File: config.mk
export PLATFORM = sky130hd
export DESIGN_NAME = irq_flag_reg
export DESIGN_NICKNAME = d
export VERILOG_FILES = /design/src/rtl/irq_flag_pkg.sv /design/src/rtl/irq_pin_sync.sv /design/src/rtl/irq_ext_chan.sv /design/src/rtl/irq_tmr_chan.sv /design/src/rtl/irq_flag_reg.sv
export SDC_FILE = /design/constraint.sdc
export NUM_CORES = 1
export LEC_CHECK = 0
export ABC_CLOCK_PERIOD_IN_PS = 1050
export BUFFER_PORTS_ARGS = -buffer_cell sky130_fd_sc_hd__buf_2
export CAP_MARGIN = 10
export CORE_MARGIN = 2
export CORE_UTILIZATION = 43
export CTS_CLUSTER_DIAMETER = 40
export DETAILED_ROUTE_END_ITERATION = 10
export PLACE_DENSITY = 0.76
export REMOVE_ABC_BUFFERS = 1
export SLEW_MARGIN = 25
export SYNTH_ARGS = -nofsm -noshare
export SYNTH_HDL_FRONTEND = slang
export SYNTH_SLANG_ARGS = --single-unit
export TNS_END_PERCENT = 5
File: constraint.sdc
create_clock -name clk -period 1.05 [get_ports clk]
set_input_delay 0 -clock clk [delete_from_list [all_inputs] [get_ports clk]]
set_output_delay 0 -clock clk [all_outputs]
set_load 0.01 [all_outputs]
File: src/rtl/irq_flag_pkg.sv
package irq_flag_pkg;

    // External channel: mode (level/edge) and flag encoded together
    typedef enum logic [1:0] {
        EXT_LVL_IDLE = 2'b00,
        EXT_LVL_ACT  = 2'b01,
        EXT_EDG_IDLE = 2'b10,
        EXT_EDG_PEND = 2'b11
    } ext_state_e;

    typedef enum logic {
        TMR_IDLE = 1'b0,
        TMR_PEND = 1'b1
    } tmr_state_e;

    // Bit positions of channel k, for n channels
    function automatic int ext_mode_bit(int k);
        return 2 * k;
    endfunction

    function automatic int ext_flag_bit(int k);
        return 2 * k + 1;
    endfunction

    function automatic int tmr_run_bit(int k, int n);
        return 2 * n + 2 * k;
    endfunction

    function automatic int tmr_flag_bit(int k, int n);
        return 2 * n + 2 * k + 1;
    endfunction

    // Source codes: external k -> 2k, timer k -> 2k+1
    function automatic int ext_src_code(int k);
        return 2 * k;
    endfunction

    function automatic int tmr_src_code(int k);
        return 2 * k + 1;
    endfunction

endpackage

File: src/rtl/irq_pin_sync.sv
module irq_pin_sync #(
    parameter int STAGES = 2
) (
    input  logic clk,
    input  logic rst_n,
    input  logic pin_n,
    output logic level_low,
    output logic fell
);
    // chain_q[0] is the newest sample; chain_q[STAGES] is the previous
    // synchronized sample used for edge detection.
    logic [STAGES:0] chain_q;

    always_ff @(posedge clk or negedge rst_n) begin
        if (!rst_n) begin
            chain_q <= '1;
        end else begin
            chain_q <= {chain_q[STAGES-1:0], pin_n};
        end
    end

    assign level_low = ~chain_q[STAGES-1];
    assign fell      = chain_q[STAGES] & ~chain_q[STAGES-1];

endmodule

File: src/rtl/irq_ext_chan.sv
module irq_ext_chan
    import irq_flag_pkg::*;
(
    input  logic clk,
    input  logic rst_n,
    input  logic level_low,
    input  logic fell,
    input  logic ack_hit,
    input  logic wr_en,
    input  logic wr_mode,
    input  logic wr_flag,
    output logic mode,
    output logic flag
);
    ext_state_e state_q, state_d;
    ext_state_e edge_nx;
    ext_state_e level_nx;

    // State register
    always_ff @(posedge clk or negedge rst_n) begin
        if (!rst_n) begin
            state_q <= EXT_LVL_IDLE;
        end else begin
            state_q <= state_d;
        end
    end

    // Candidate next states for each mode.
    // Edge priority: latch > ack_clear > sw_write > hold.
    always_comb begin
        if (fell) begin
            edge_nx = EXT_EDG_PEND;
        end else if (ack_hit) begin
            edge_nx = EXT_EDG_IDLE;
        end else if (wr_en) begin
            edge_nx = wr_flag ? EXT_EDG_PEND : EXT_EDG_IDLE;
        end else begin
            edge_nx = state_q;
        end
        level_nx = level_low ? EXT_LVL_ACT : EXT_LVL_IDLE;
    end

    // Next-state process
    always_comb begin
        state_d = state_q;
        unique case (state_q)
            EXT_LVL_IDLE, EXT_LVL_ACT: begin
                if (wr_en && wr_mode) begin
                    state_d = edge_nx;      // enter_edge
                end else begin
                    state_d = level_nx;     // track
                end
            end
            EXT_EDG_IDLE, EXT_EDG_PEND: begin
                if (wr_en && !wr_mode) begin
                    state_d = level_nx;     // enter_level
                end else begin
                    state_d = edge_nx;      // latch / ack_clear / sw_write
                end
            end
            default: state_d = EXT_LVL_IDLE;
        endcase
    end

    // Output process
    always_comb begin
        mode = 1'b0;
        flag = 1'b0;
        unique case (state_q)
            EXT_LVL_IDLE: begin mode = 1'b0; flag = 1'b0; end
            EXT_LVL_ACT:  begin mode = 1'b0; flag = 1'b1; end
            EXT_EDG_IDLE: begin mode = 1'b1; flag = 1'b0; end
            EXT_EDG_PEND: begin mode = 1'b1; flag = 1'b1; end
            default:      begin mode = 1'b0; flag = 1'b0; end
        endcase
    end

endmodule

File: src/rtl/irq_tmr_chan.sv
module irq_tmr_chan
    import irq_flag_pkg::*;
(
    input  logic clk,
    input  logic rst_n,
    input  logic ovf,
    input  logic ack_hit,
    input  logic wr_en,
    input  logic wr_flag,
    input  logic wr_run,
    output logic flag,
    output logic run
);
    tmr_state_e state_q, state_d;
    logic       run_q;

    // State register
    always_ff @(posedge clk or negedge rst_n) begin
        if (!rst_n) begin
            state_q <= TMR_IDLE;
        end else begin
            state_q <= state_d;
        end
    end

    // Run bit: plain storage
    always_ff @(posedge clk or negedge rst_n) begin
        if (!rst_n) begin
            run_q <= 1'b0;
        end else if (wr_en) begin
            run_q <= wr_run;
        end
    end

    // Next-state process: overflow > ack_clear > sw_write > hold
    always_comb begin
        state_d = state_q;
        unique case (state_q)
            TMR_IDLE, TMR_PEND: begin
                if (ovf) begin
                    state_d = TMR_PEND;
                end else if (ack_hit) begin
                    state_d = TMR_IDLE;
                end else if (wr_en) begin
                    state_d = wr_flag ? TMR_PEND : TMR_IDLE;
                end
            end
            default: state_d = TMR_IDLE;
        endcase
    end

    // Output process
    always_comb begin
        flag = 1'b0;
        unique case (state_q)
            TMR_IDLE: flag = 1'b0;
            TMR_PEND: flag = 1'b1;
            default:  flag = 1'b0;
        endcase
        run = run_q;
    end

endmodule

File: src/rtl/irq_flag_reg.sv
module irq_flag_reg
    import irq_flag_pkg::*;
#(
    parameter  int NUM_CH      = 2,
    parameter  int SYNC_STAGES = 2,
    localparam int REG_W       = 4 * NUM_CH,
    localparam int SRC_N       = 2 * NUM_CH,
    localparam int SRC_W       = $clog2(SRC_N)
) (
    input  logic              clk,
    input  logic              rst_n,
    input  logic [NUM_CH-1:0] ext_pin_n,
    input  logic [NUM_CH-1:0] tmr_ovf,
    input  logic              wr_en,
    input  logic [REG_W-1:0]  wr_data,
    input  logic              ack_valid,
    input  logic [SRC_W-1:0]  ack_src,
    output logic [REG_W-1:0]  rd_data,
    output logic [SRC_N-1:0]  irq_req,
    output logic [NUM_CH-1:0] tmr_run
);
    logic [NUM_CH-1:0] pin_low;
    logic [NUM_CH-1:0] pin_fell;
    logic [NUM_CH-1:0] ext_mode;
    logic [NUM_CH-1:0] ext_flag;
    logic [NUM_CH-1:0] tmr_flag;
    logic [NUM_CH-1:0] ack_ext;
    logic [NUM_CH-1:0] ack_tmr;

    for (genvar k = 0; k < NUM_CH; k++) begin : g_ch
        localparam int MB = ext_mode_bit(k);
        localparam int FB = ext_flag_bit(k);
        localparam int RB = tmr_run_bit(k, NUM_CH);
        localparam int TB = tmr_flag_bit(k, NUM_CH);
        localparam logic [SRC_W-1:0] EXT_CODE = SRC_W'(ext_src_code(k));
        localparam logic [SRC_W-1:0] TMR_CODE = SRC_W'(tmr_src_code(k));

        assign ack_ext[k] = ack_valid && (ack_src == EXT_CODE);
        assign ack_tmr[k] = ack_valid && (ack_src == TMR_CODE);

        irq_pin_sync #(
            .STAGES(SYNC_STAGES)
        ) u_sync (
            .clk      (clk),
            .rst_n    (rst_n),
            .pin_n    (ext_pin_n[k]),
            .level_low(pin_low[k]),
            .fell     (pin_fell[k])
        );

        irq_ext_chan u_ext (
            .clk      (clk),
            .rst_n    (rst_n),
            .level_low(pin_low[k]),
            .fell     (pin_fell[k]),
            .ack_hit  (ack_ext[k]),
            .wr_en    (wr_en),
            .wr_mode  (wr_data[MB]),
            .wr_flag  (wr_data[FB]),
            .mode     (ext_mode[k]),
            .flag     (ext_flag[k])
        );

        irq_tmr_chan u_tmr (
            .clk    (clk),
            .rst_n  (rst_n),
            .ovf    (tmr_ovf[k]),
            .ack_hit(ack_tmr[k]),
            .wr_en  (wr_en),
            .wr_flag(wr_data[TB]),
            .wr_run (wr_data[RB]),
            .flag   (tmr_flag[k]),
            .run    (tmr_run[k])
        );

        assign rd_data[MB]           = ext_mode[k];
        assign rd_data[FB]           = ext_flag[k];
        assign rd_data[RB]           = tmr_run[k];
        assign rd_data[TB]           = tmr_flag[k];
        assign irq_req[ext_src_code(k)] = ext_flag[k];
        assign irq_req[tmr_src_code(k)] = tmr_flag[k];
    end

endmodule

======== Word level (Yosys, flattened, before mapping) ========
Cells that the tools add are included.
word-level totals
  bits in registers ....................... 14
  input bits .............................. 18
  output and inout port bits .............. 14
operators by class
  bitwise logic cells ..................... 6
  mux-type cells .......................... 30
  reductions and logical operators ........ 23
  eq/ne operators ......................... 9
operators by type and width
  cell                                                  count
  two-way mux 2 bit                                     10
  OR reduction 2 bit                                    8
  equality test 2 bit (second input constant)           6
  two-way mux 1 bit                                     12
  one-hot mux 1 bit (2 select lines)                    6
  logical AND 1 bit                                     8
  one-hot mux 2 bit (2 select lines)                    2
  equality test 2 x 1 -> 1 bit (second input constant)  3
  logical NOT 2 bit                                     3
  nonzero test 3 bit                                    2
  NOT 1 bit                                             4
  AND 1 bit                                             2
  logical NOT 1 bit                                     2

======== Longest topological paths before layout ========
Gate-level depths: netlist of the first run.
  word-level depth ........................ 6
  mapped depth ............................ 4
  depth with buffers taken out ............ 3

======== Hierarchy ========
Synthesis of the first run repeated with hierarchy kept, for this count alone.
second synthesis, totals
  cell total of the unflattened synthesis .. 50
  area, all modules ....................... 635.6 um^2
modules (own cells, without submodules)
  module        instances  cells an instance  area an instance (um^2)  seq. area each (um^2)
  irq_ext_chan  2          10                 108.9                    50.0
  irq_pin_sync  2          5                  88.8                     78.8
  irq_tmr_chan  2          5                  78.8                     50.0
  irq_flag_reg  1          10                 82.6                     0.0

======== Least setup slack after synthesis of the first run ========
Ideal clock, no wire load.
  path kind ............................... reg2reg
  start ................................... register g_ch[1].u_tmr.state_q (netlist name)
  end ..................................... register g_ch[1].u_tmr.state_q
  data arrival time ....................... 778 ps
  library setup time ...................... 127 ps
  cell stages (with the launch flop) ...... 4
  clock period less this slack ............ 905 ps
  path buffers ............................ 0
  required time ........................... 923 ps
  slack ................................... 145 ps
  path through ............................ dfrtp_1 -> mux2i_1 -> a31oi_1 -> or2_2
RTL lines
  element               line                source
  end signal, assigned  irq_tmr_chan.sv:22  state_q <= state_d;
  end, declared         irq_tmr_chan.sv:14  tmr_state_e state_q, state_d;

==> key figures, run 1 <==
Synthesis
  – Sequential fraction of the synthesis area: approximately 55%
  – Largest family of logic cells by synthesized area: buffers and inverters
  – Synth cell types: 16
  – Synthesis-stage register bit count: 14
  – Area contributors post-synth: dfrtp_1, dfstp_2, buf_4, mux2i_1, mux2_2
  – Compound-Gate Fraction of Synth Area: 4.83%
  – Syn Std Cell Area: 648 um2
  – Mux share of post-synthesis cell area: approximately 13%
  – Simple-Gate Fraction of Synth Area: 5.79%
  – Synth Area per Inst: 12.0 um2
  – Post-synth top area share: 30.9%
  – Cell taking the most area after synthesis: dfrtp_1
  – Mapped Cells: 54
  – Adder-cell share of the synthesized area: 0%
  – Xor-xnor portion of the synthesized cell area: 0%
  – Yosys warning total: 0

Setup path
  – CP max FO: 3
  – Reg-to-Reg Start: g_ch[1].u_tmr.state_q
  – RR Endpoint: g_ch[1].u_tmr.state_q
  – Worst path required time: 1200 ps
  – Worst R2R Setup Slack: 70 ps
  – Buf+Inv Stages, Crit Path: 0
  – Reg2reg path depth: 3
  – Crit Path Category: reg2reg
  – Setup crit end kind: flip-flop
  – Slowest CP cell: dfrtp_1
  – Max incr delay on CP: 390 ps
  – Worst-path cell chain: mux2i_1 -> a31oi_1 -> or2_2
  – Critical path startpoint category: flip-flop
  – CP arrival: 1130 ps
  – Delay-heaviest family, CP: flip-flops

Finish
  – Cell area after layout: slightly above 800 um2
  – Area grow syn2layout: 25.3%
  – Most common cell after layout, fill and taps aside: buf_2
  – Ant diodes: 0
  – Commonest cells after routing, fill and taps aside: buf_2, dlygate4sd3_1, dfrtp_1
  – Final net count: 99
  – Fill cells: between 100 and 150
  – Final core occ: between 50 and 60%
  – Share of post-route cells with drive strength above 1: 55.7%

Min path
  – Hold Crit Depth: 3
  – Worst hold path type: in2reg
  – Hold path start: wr_data[2]
  – Hold Path End: g_ch[1].u_ext.state_q[1]

Timing
  – Setup-failing EPs final: 0
  – Setup WS post-layout: 70.5 ps
  – Slew Limit Fails: 0
  – Fin. Hold Viols: 0
  – Fin crit period: a little under 1000 ps
  – Max Fclk: 1020 MHz
  – WHS: 22.2 ps
  – Worst Skew: between 0.2 and 0.25 ps
  – Rel. slew slack: about four fifths
  – RSZ-0062 raised after global routing: false
  – Tcrit/Tclk final: 93.3%
  – Worst slew pin tran: roughly 280 ps
  – Fin Setup TNS: 0 ps

CTS
  – Clock-pin slew on the worst setup and hold paths: 80 ps
  – # Post-CTS Setup Buffers: 0
  – Worst skew pair latency: 260 ps
  – Clock buffer depth: 2
  – Number of CTS-inserted buffers: 3
  – Hold-fix buffers at CTS: 9
  – Clock sinks: 14
  – Resize count post-CTS: 0
  – H-tree Lvls: 1
  – Root Driver: clkbuf_4
  – CTS tree: yes

Placement
  – Detailed placement HPWL: 829 um
  – DP Area: 699 um2
  – Dpl ws: 75.1 ps
  – IO buf count: 31
  – Global placement routability congestion: 0.626

Global routing
  – First-pass GRT wire length: 1880 um
  – Initial antenna violation count: 0
  – Vias in the first global route: roughly 490
  – GRT Util Overall: 14.7%
  – GRT overflow: 0
  – Largest net degree at the start of global routing: 15

Drt
  – Total number of vias: roughly 430
  – Routed len/inst: 12.0 um
  – DR iter-0 viols: 1
  – DR pass1 iterations: 2
  – Final ANT Viol Nets: 0
  – DRC viols: 0
  – Detailed Route WL: 1140 um
  – Via density: 4.56

Pwr
  – Reg power frac: 55.0%
  – Power Density: 1370 nW/um2
  – Maximum VDD drop: 703 uV
  – Leak: 0.409 nW
  – Comb power frac: slightly below 20%
  – Switch Pwr: approximately 0.27 mW
  – Power Internal: 0.838 mW
  – Power share of the clock group: between 20% and 30%
  – Sw Ratio: between 20% and 30%

Floorplanning
  – Initial Util: between 40% and 50%
  – Core box area: 1450 um2
  – Die width: 42.8 um
  – Die Y: about 43 um
  – # rows: 14
  – Io pins: 32
  – Full die area: 1830 um2

Job
  – Max-Cap Viols: 0

Outcome
  – Status: complete, no violations
-- power by group through the flow --
stage	clock network (mW)	logic, mW	registers (mW)
2_1_floorplan	0	0.0493	0.651
3_3_place_gp	0	0.188	0.619
3_5_place_dp	0	0.193	0.623
4_1_cts	0.304	0.219	0.613
5_1_grt	0.328	0.239	0.619
6_report	0.283	0.217	0.612
-- synthesized netlist by cell type --
library cell / n
buf_4: 14
dfrtp_1: 8
dfstp_2: 6
mux2i_1: 6
clkbuf_1: 4
nor2_1: 3
inv_1: 2
mux2_2: 2
o32ai_1: 2
a31oi_1: 1
and3b_1: 1
buf_6: 1
nand2_1: 1
nor3b_1: 1
o21bai_1: 1
or2_2: 1
-- area by class of cell --
| class | count | area, um2 | area share [%] |
|---|---|---|---|
| clock buffers | 3 | 22.5 | 2.77 |
| inverters | 2 | 7.51 | 0.924 |
| multi-input cells | 19 | 151 | 18.6 |
| flip-flops and latches | 14 | 358 | 44.1 |
| well taps | 16 | 20.0 | 2.47 |
| repair buffers | 41 | 253 | 31.1 |
-- flip-flops by register name, summed over array words and instances, names as in the netlist --
register             flops
g_ch.u_tmr.run           2
g_ch.u_tmr.state_q       2
g_ch.u_ext.state_q       4
g_ch.u_sync.chain_q      6
-- worst min-delay path: stages --
cell	delay [ps]
buf_2	80
mux2i_1	100
inv_1	70
-- routing by layer --
| layer | global-route usage [%] | vias up | wire length [um] |
|---|---|---|---|
| li1 | - | 211 | - |
| met1 | 12.9 | 199 | 416 |
| met2 | 27.9 | 21 | 623 |
| met3 | 2.98 | 2 | 93 |
| met4 | 11.3 | 0 | 10 |
| met5 | 0 | - | 0 |
-- how the worst max path moves through the flow --
stage | end | start | slack (ps) | cells past startpoint
6_report | g_ch[1].u_tmr.state_q | g_ch[1].u_tmr.state_q | 70 | 3
5_1_grt | g_ch[1].u_tmr.state_q | g_ch[1].u_tmr.state_q | 20 | 3
4_1_cts | g_ch[1].u_tmr.state_q | g_ch[1].u_tmr.state_q | 70 | 3
3_5_place_dp | g_ch[1].u_tmr.state_q | g_ch[1].u_tmr.state_q | 80 | 3
3_3_place_gp | g_ch[1].u_tmr.state_q | g_ch[1].u_tmr.state_q | 130 | 3
2_1_floorplan | g_ch[1].u_tmr.state_q | g_ch[1].u_tmr.state_q | 50 | 3
-- cell families (layout without fill, tap and decap cells) --
group                  after synthesis  count (layout)
AO/OA/AOI/OAI                        4               4
buffers and inverters               21              46
flip-flops                          14              14
multiplexers                         8               8
AND/OR/NAND/NOR                      7               7
-- stage by stage --
| stage | total power, mW | std cells |
|---|---|---|
| floorplan | 0.700 | 35 |
| global placement | 0.807 | 83 |
| detailed placement | 0.815 | 83 |
| CTS | 1.14 | 95 |
| global route | 1.19 | 95 |
| finish | 1.11 | 95 |
No activity file was read; power rests on OpenSTA's default activity.
==> run 2: changes to the inputs <==
Settings changed: ABC_CLOCK_PERIOD_IN_PS 1050 to 800, CORE_ASPECT_RATIO set to 0.8, CORE_UTILIZATION 43 to 39, PLACE_DENSITY 0.76 to 0.72, SETUP_SLACK_MARGIN set to 0.2.
Clock period 1.05 ns to 0.8 ns, I/O delays scaled along.
==> run 2 against run 1 <==
Compared with the run above: the run now ends with hold timing, setup timing left; first-iteration DRC count rose to 4.0 times the previous value; non-clock buffer count fell by 5; wire length fell by 9.3%; die area rose by 9.4%; setup slack got worse by 220 ps; total power rose by 41%; combinational power rose by 28%; fmax rose by 3.2%.
==> key figures, run 2 (synthesized netlist as in run 1, its figures left out) <==
Outcome
  – Status: finished, violations left (was complete, no violations)
  – Failing checks: hold timing, setup timing

Pwr
  – Comb power frac: 17.8% (was 19.5%)
  – Reg power frac: 51.5% (was 55.0%)
  – Power Internal: 1.19 mW (was 0.838 mW)
  – Power share of the clock group: 30.8% (was 25.5%)
  – Leak: 0.397 nW (was 0.409 nW)
  – Tot Pwr: 1.57 mW (was 1.11 mW)
  – Sw Ratio: 23.7% (was 24.6%)
  – Switch Pwr: 0.372 mW (was 0.274 mW)
  – Power Density: 1970 nW/um2 (was 1370 nW/um2)
  – Maximum VDD drop: 1180 uV (was 703 uV)

Drt
  – DRC viols: 0 (unchanged)
  – Detailed Route WL: 1040 um (was 1140 um)
  – Total number of vias: 411 (was 433)
  – Via density: 4.24 (was 4.56)
  – DR pass1 iterations: 3 (was 2)
  – Final ANT Viol Nets: 0 (unchanged)
  – Routed len/inst: 10.7 um (was 12.0 um)
  – DR iter-0 viols: 4 (was 1)

Job
  – Max-Cap Viols: 0 (unchanged)

Timing
  – WHS: -75.2 ps (was 22.2 ps)
  – Tcrit/Tclk final: 119% (was 93.3%)
  – RSZ-0062 raised after global routing: true (was false)
  – Setup-failing EPs final: 16 (was 0)
  – Worst slew pin tran: 292 ps (was 277 ps)
  – Rel. slew slack: 80.5% (was 81.0%)
  – Worst Skew: 5.40 ps (was 0.237 ps)
  – Fin crit period: 949 ps (was 979 ps)
  – Setup WS post-layout: -149 ps (was 70.5 ps)
  – Fin. Hold Viols: 6 (was 0)
  – Slew Limit Fails: 0 (unchanged)
  – Max Fclk: 1050 MHz (was 1020 MHz)

CTS
  – Worst skew pair latency: 270 ps (was 260 ps)
  – Clock buffer depth: 2 (unchanged)
  – Clock sinks: 14 (unchanged)
  – # Post-CTS Setup Buffers: 0 (unchanged)
  – H-tree Lvls: 1 (unchanged)
  – Clock-pin slew on the worst setup and hold paths: 80 ps (about the same)
  – Root Driver: clkbuf_4 (unchanged)
  – Number of CTS-inserted buffers: 3 (unchanged)
  – Hold-fix buffers at CTS: 3 (was 9)
  – CTS tree: yes (unchanged)

Global routing
  – Initial antenna violation count: 0 (unchanged)
  – Largest net degree at the start of global routing: 15 (unchanged)
  – Vias in the first global route: 351 (was 485)
  – GRT overflow: 0 (unchanged)
  – First-pass GRT wire length: 1440 um (was 1880 um)
  – GRT Util Overall: 10.2% (was 14.7%)

Finish
  – Largest registers: g_ch.u_sync.chain_q (6), g_ch.u_ext.state_q (4) (unchanged)
  – Register area: 358 um2 (unchanged)
  – Multi-input gate area: 165 um2 (was 151 um2)
  – Share of post-route cells with drive strength above 1: 64.0% (was 55.7%)
  – Area grow syn2layout: 22.6% (was 25.3%)
  – Most common cell after layout, fill and taps aside: buf_2 (unchanged)
  – Fill cells: 163 (was 133)
  – Commonest cells after routing, fill and taps aside: buf_2, dfrtp_1, dfstp_2 (was buf_2, dlygate4sd3_1, dfrtp_1)
  – Final net count: 94 (was 99)
  – Top reg by flops: g_ch.u_sync.chain_q (unchanged)
  – Ant diodes: 0 (unchanged)
  – Max reg flops: 6 (unchanged)
  – Cell area after layout: 795 um2 (was 812 um2)

Placement
  – Detailed placement HPWL: 752 um (was 829 um)
  – Dpl ws: -136 ps (was 75.1 ps)
  – DP Area: 714 um2 (was 699 um2)
  – IO buf count: 31 (unchanged)
  – Global placement routability congestion: 0.598 (was 0.626)

Setup path
  – Worst-path cell chain: mux2i_2 -> nor2_1 -> o32ai_2 (was mux2i_1 -> a31oi_1 -> or2_2)
  – Slowest CP cell: dfrtp_1 (unchanged)
  – CP max FO: 3 (unchanged)
  – Max incr delay on CP: 390 ps (about the same)
  – Setup crit end kind: flip-flop (unchanged)
  – Worst path required time: 970 ps (was 1200 ps)
  – Buf+Inv Stages, Crit Path: 0 (unchanged)
  – Critical path startpoint category: flip-flop (unchanged)
  – Crit Path Category: reg2reg (unchanged)
  – Delay-heaviest family, CP: flip-flops (unchanged)
  – CP arrival: 1120 ps (was 1130 ps)

Min path
  – Worst hold path type: in2reg (unchanged)

Floorplanning
  – Initial Util: 40.7% (was 44.6%)
  – Die width: 49.6 um (was 42.8 um)
  – Die Y: 40.5 um (was 42.8 um)
  – # rows: 13 (was 14)
  – Core box area: 1590 um2 (was 1450 um2)
  – Full die area: 2010 um2 (was 1830 um2)
  – Io pins: 32 (unchanged)
-- run 2: metrics by stage --
step / std cells / setup TNS, ps / util, %
after global routing: 97 / -1260 / 49.8
final: 97 / -393 / 49.8
after CTS: 97 / -460 / 49.1
after floorplan: 35 / -337 / -
after detailed placement: 90 / -236 / 44.8
after global placement: 90 / -177 / 44.8
-- run 2: what timing repair did --
| action | in CTS | in global routing |
|---|---|---|
| hold endpoints to repair | 22 | 6 |
| pin swaps | 2 | 3 |
| gates resized for setup | 1 | 2 |
| gates cloned | 0 | 0 |
| setup endpoints to repair | 22 | 23 |
-- run 2: routing by layer --
layer | up-vias | GRT usage, % | share of wire [%]
met2 | 25 | 17.0 | 48
li1 | 202 | - | -
met5 | - | 0 | 0
met1 | 184 | 10.8 | 40
met3 | 0 | 6.34 | 12
met4 | 0 | 4.17 | 0
-- run 2: worst register-to-register path, delay by kind of cell, from the launching register on --
| kind | cells | cell delay (ps) |
|---|---|---|
| AOI/OAI and AO/OA | 1 | 120 |
| DFF | 1 | 390 |
| muxes | 1 | 240 |
| and+or+nand+nor | 1 | 110 |
-- run 2: area by class of cell --
cell class,instances,area share [%]
clock buffer,4,4.57
multi-input combinational,19,20.8
inverter,2,0.945
tap,22,3.46
timing repair buffer,36,25.2
sequential,14,45.0
-- run 2: power groups by stage --
stage                     registers (mW)  logic, mW  clock network [mW]
after floorplan                    0.854     0.0647                   0
after detailed placement           0.818      0.254                   0
after global placement             0.813      0.252                   0
final                              0.807      0.278               0.482
after CTS                          0.806      0.268               0.501
after global routing               0.815      0.305               0.531
-- run 2: worst paths after layout --
path	start	to	slack [ps]	depth (start not counted)
min in group asynchronous	rst_n	g_ch[1].u_tmr.run	130	2
setup reg to reg	g_ch[1].u_ext.state_q[1]	g_ch[1].u_ext.state_q[0]	-150	3
max in group asynchronous	rst_n	g_ch[0].u_sync.chain_q[0]	380	2
setup / recovery	g_ch[1].u_ext.state_q[1]	g_ch[1].u_ext.state_q[0]	-150	3
hold / removal	tmr_ovf[1]	g_ch[1].u_tmr.state_q	-80	2
hold reg to reg	g_ch[1].u_sync.chain_q[0]	g_ch[1].u_sync.chain_q[1]	350	0
==> run 3: changes to the inputs <==
Settings changed: PLACE_DENSITY 0.72 to 0.84.
==> run 3 against run 2 <==
Compared with the run above: the run still ends with hold timing, setup timing left; setup slack improved by 40 ps; first-iteration DRC count decreased by 50%; wire length increased by 5.3%; combinational power increased by 9.0%; sequential cell count unchanged; die area unchanged; utilization increased by 2.0 points; worst hold slack improved by 3.8 ps; critical path type is now reg2out.
==> key figures, run 3 (synthesized netlist as in run 1, its figures left out) <==
Finish
  – Largest registers: g_ch.u_sync.chain_q (6), g_ch.u_ext.state_q (4) (unchanged)
  – Area grow syn2layout: 27.4% (was 22.6%)
  – Share of post-route cells with drive strength above 1: 63.3% (was 64.0%)
  – Final net count: 98 (was 94)
  – Fill cells: 144 (was 163)
  – Ant diodes: 0 (unchanged)
  – Max reg flops: 6 (unchanged)
  – Commonest cells after routing, fill and taps aside: buf_2, dfrtp_1, dfstp_2 (unchanged)
  – Most common cell after layout, fill and taps aside: buf_2 (unchanged)
  – Top reg by flops: g_ch.u_sync.chain_q (unchanged)

Floorplanning
  – Core box area: 1590 um2 (unchanged)
  – Io pins: 32 (unchanged)
  – # rows: 13 (unchanged)
  – Full die area: 2010 um2 (unchanged)
  – Initial Util: 40.7% (unchanged)
  – Die Y: 40.5 um (unchanged)
  – Die width: 49.6 um (unchanged)

Setup path
  – CP startpoint: g_ch[1].u_tmr.state_q (was g_ch[1].u_ext.state_q[1])
  – CP max FO: 2 (was 3)
  – Buf+Inv Stages, Crit Path: 2 (was 0)
  – Max incr delay on CP: 400 ps (was 390 ps)
  – Cell repeated most along the worst path: buf_6
  – Delay-heaviest family, CP: flip-flops (unchanged)
  – CP arrival: 910 ps (was 1120 ps)
  – Slowest CP cell: dfrtp_1 (unchanged)
  – Worst-path cell chain: buf_6 -> buf_6 (was mux2i_2 -> nor2_1 -> o32ai_2)
  – Crit Path Category: reg2out (was reg2reg)
  – Setup crit end kind: output pin (was flip-flop)
  – Critical path startpoint category: flip-flop (unchanged)
  – Reg-to-Reg Start: g_ch[1].u_tmr.state_q (was g_ch[1].u_ext.state_q[1])
  – Worst path required time: 800 ps (was 970 ps)

Timing
  – Fin. Hold Viols: 5 (was 6)
  – WHS: -71.4 ps (was -75.2 ps)
  – Tcrit/Tclk final: 114% (was 119%)
  – Setup-failing EPs final: 17 (was 16)
  – Worst slew pin tran: 302 ps (was 292 ps)
  – RSZ-0062 raised after global routing: true (unchanged)
  – Fin crit period: 909 ps (was 949 ps)
  – Setup WS post-layout: -109 ps (was -149 ps)
  – Fin Setup TNS: -681 ps (was -393 ps)
  – Max Fclk: 1100 MHz (was 1050 MHz)
  – Worst Skew: 7.32 ps (was 5.40 ps)
  – Slew Limit Fails: 0 (unchanged)
  – Rel. slew slack: 79.8% (was 80.5%)

Drt
  – DRC viols: 0 (unchanged)
  – Final ANT Viol Nets: 0 (unchanged)
  – Total number of vias: 431 (was 411)
  – Detailed Route WL: 1090 um (was 1040 um)
  – DR iter-0 viols: 2 (was 4)
  – Via density: 4.27 (was 4.24)
  – Routed len/inst: 10.8 um (was 10.7 um)
  – DR pass1 iterations: 4 (was 3)

Min path
  – Worst hold path type: in2reg (unchanged)
  – Hold path start: tmr_ovf[1] (unchanged)

Global routing
  – GRT overflow: 0 (unchanged)
  – Largest net degree at the start of global routing: 15 (unchanged)
  – First-pass GRT wire length: 1730 um (was 1440 um)
  – GRT Util Overall: 12.6% (was 10.2%)
  – Initial antenna violation count: 0 (unchanged)
  – Vias in the first global route: 436 (was 351)

CTS
  – CTS tree: yes (unchanged)
  – Root Driver: clkbuf_4 (unchanged)
  – Clock buffer depth: 2 (unchanged)
  – Clock sinks: 14 (unchanged)
  – Number of CTS-inserted buffers: 3 (unchanged)
  – Worst skew pair latency: 280 ps (was 270 ps)
  – Clock-pin slew on the worst setup and hold paths: 80 ps (about the same)
  – H-tree Lvls: 1 (unchanged)

Placement
  – Global placement routability congestion: 0.694 (was 0.598)
  – Detailed placement HPWL: 766 um (was 752 um)
  – IO buf count: 31 (unchanged)

Pwr
  – Tot Pwr: 1.52 mW (was 1.57 mW)
  – Maximum VDD drop: 1140 uV (was 1180 uV)
  – Power Density: 1840 nW/um2 (was 1970 nW/um2)
  – Leak: 0.414 nW (was 0.397 nW)

Job
  – Max-Cap Viols: 0 (unchanged)

Outcome
  – Status: finished, violations left (unchanged)
  – Failing checks: hold timing, setup timing (unchanged)
## run 3: timing repair
action,CTS,global route
hold buffers,3,1
hold endpoints to repair,21,4
pin swaps,2,1
buffers inserted,1,0
setup endpoints to repair,22,22
gates resized for setup,6,0
## run 3: final cells by class
class | instances | area (um2) | area share [%]
timing repair buffer | 40 | 249 | 30.2
sequential | 14 | 358 | 43.3
tap | 22 | 27.5 | 3.33
inverter | 2 | 7.51 | 0.909
clock buffer | 4 | 26.3 | 3.18
multi-input combinational | 19 | 158 | 19.1
## run 3: path summary, 6_finish.rpt
kind	to	slack, ps	depth (start not counted)
max	rd_data[7]	-110	2
min	g_ch[1].u_tmr.state_q	-70	2
max reg2reg	g_ch[1].u_tmr.state_q	-100	3
min reg2reg	g_ch[1].u_sync.chain_q[1]	360	0
max in group asynchronous	g_ch[0].u_sync.chain_q[0]	370	2
min in group asynchronous	g_ch[0].u_tmr.run	140	2
## run 3: per-stage QoR
step / util, % / hold WS, ps / instances / setup slack (ps) / instance area (um2)
finish: 51.8 / -71.4 / 101 / -109 / 826
global route: 51.8 / -79.2 / 101 / -183 / 826
CTS: 51.2 / -97.7 / 100 / -114 / 816
detailed placement: 45.8 / -95.5 / 92 / -120 / 729
global placement: 45.8 / -104 / 92 / -108 / 729
floorplan: - / -296 / 35 / -196 / 517
## run 3: power breakdown
part | internal [mW] | total, mW | switching [mW]
Sequential | 0.775 | 0.805 | 0.0303
Clock | 0.193 | 0.414 | 0.220
Combinational | 0.167 | 0.303 | 0.135
Total | 1.14 | 1.52 | 0.386
## run 3: routing by layer
metal	up-vias	global-route usage, %	part of all wire, %
met5	-	0	0
li1	210	-	-
met4	0	4.17	0
met2	26	22.3	48
met3	0	5.97	9.6
met1	195	13.8	43
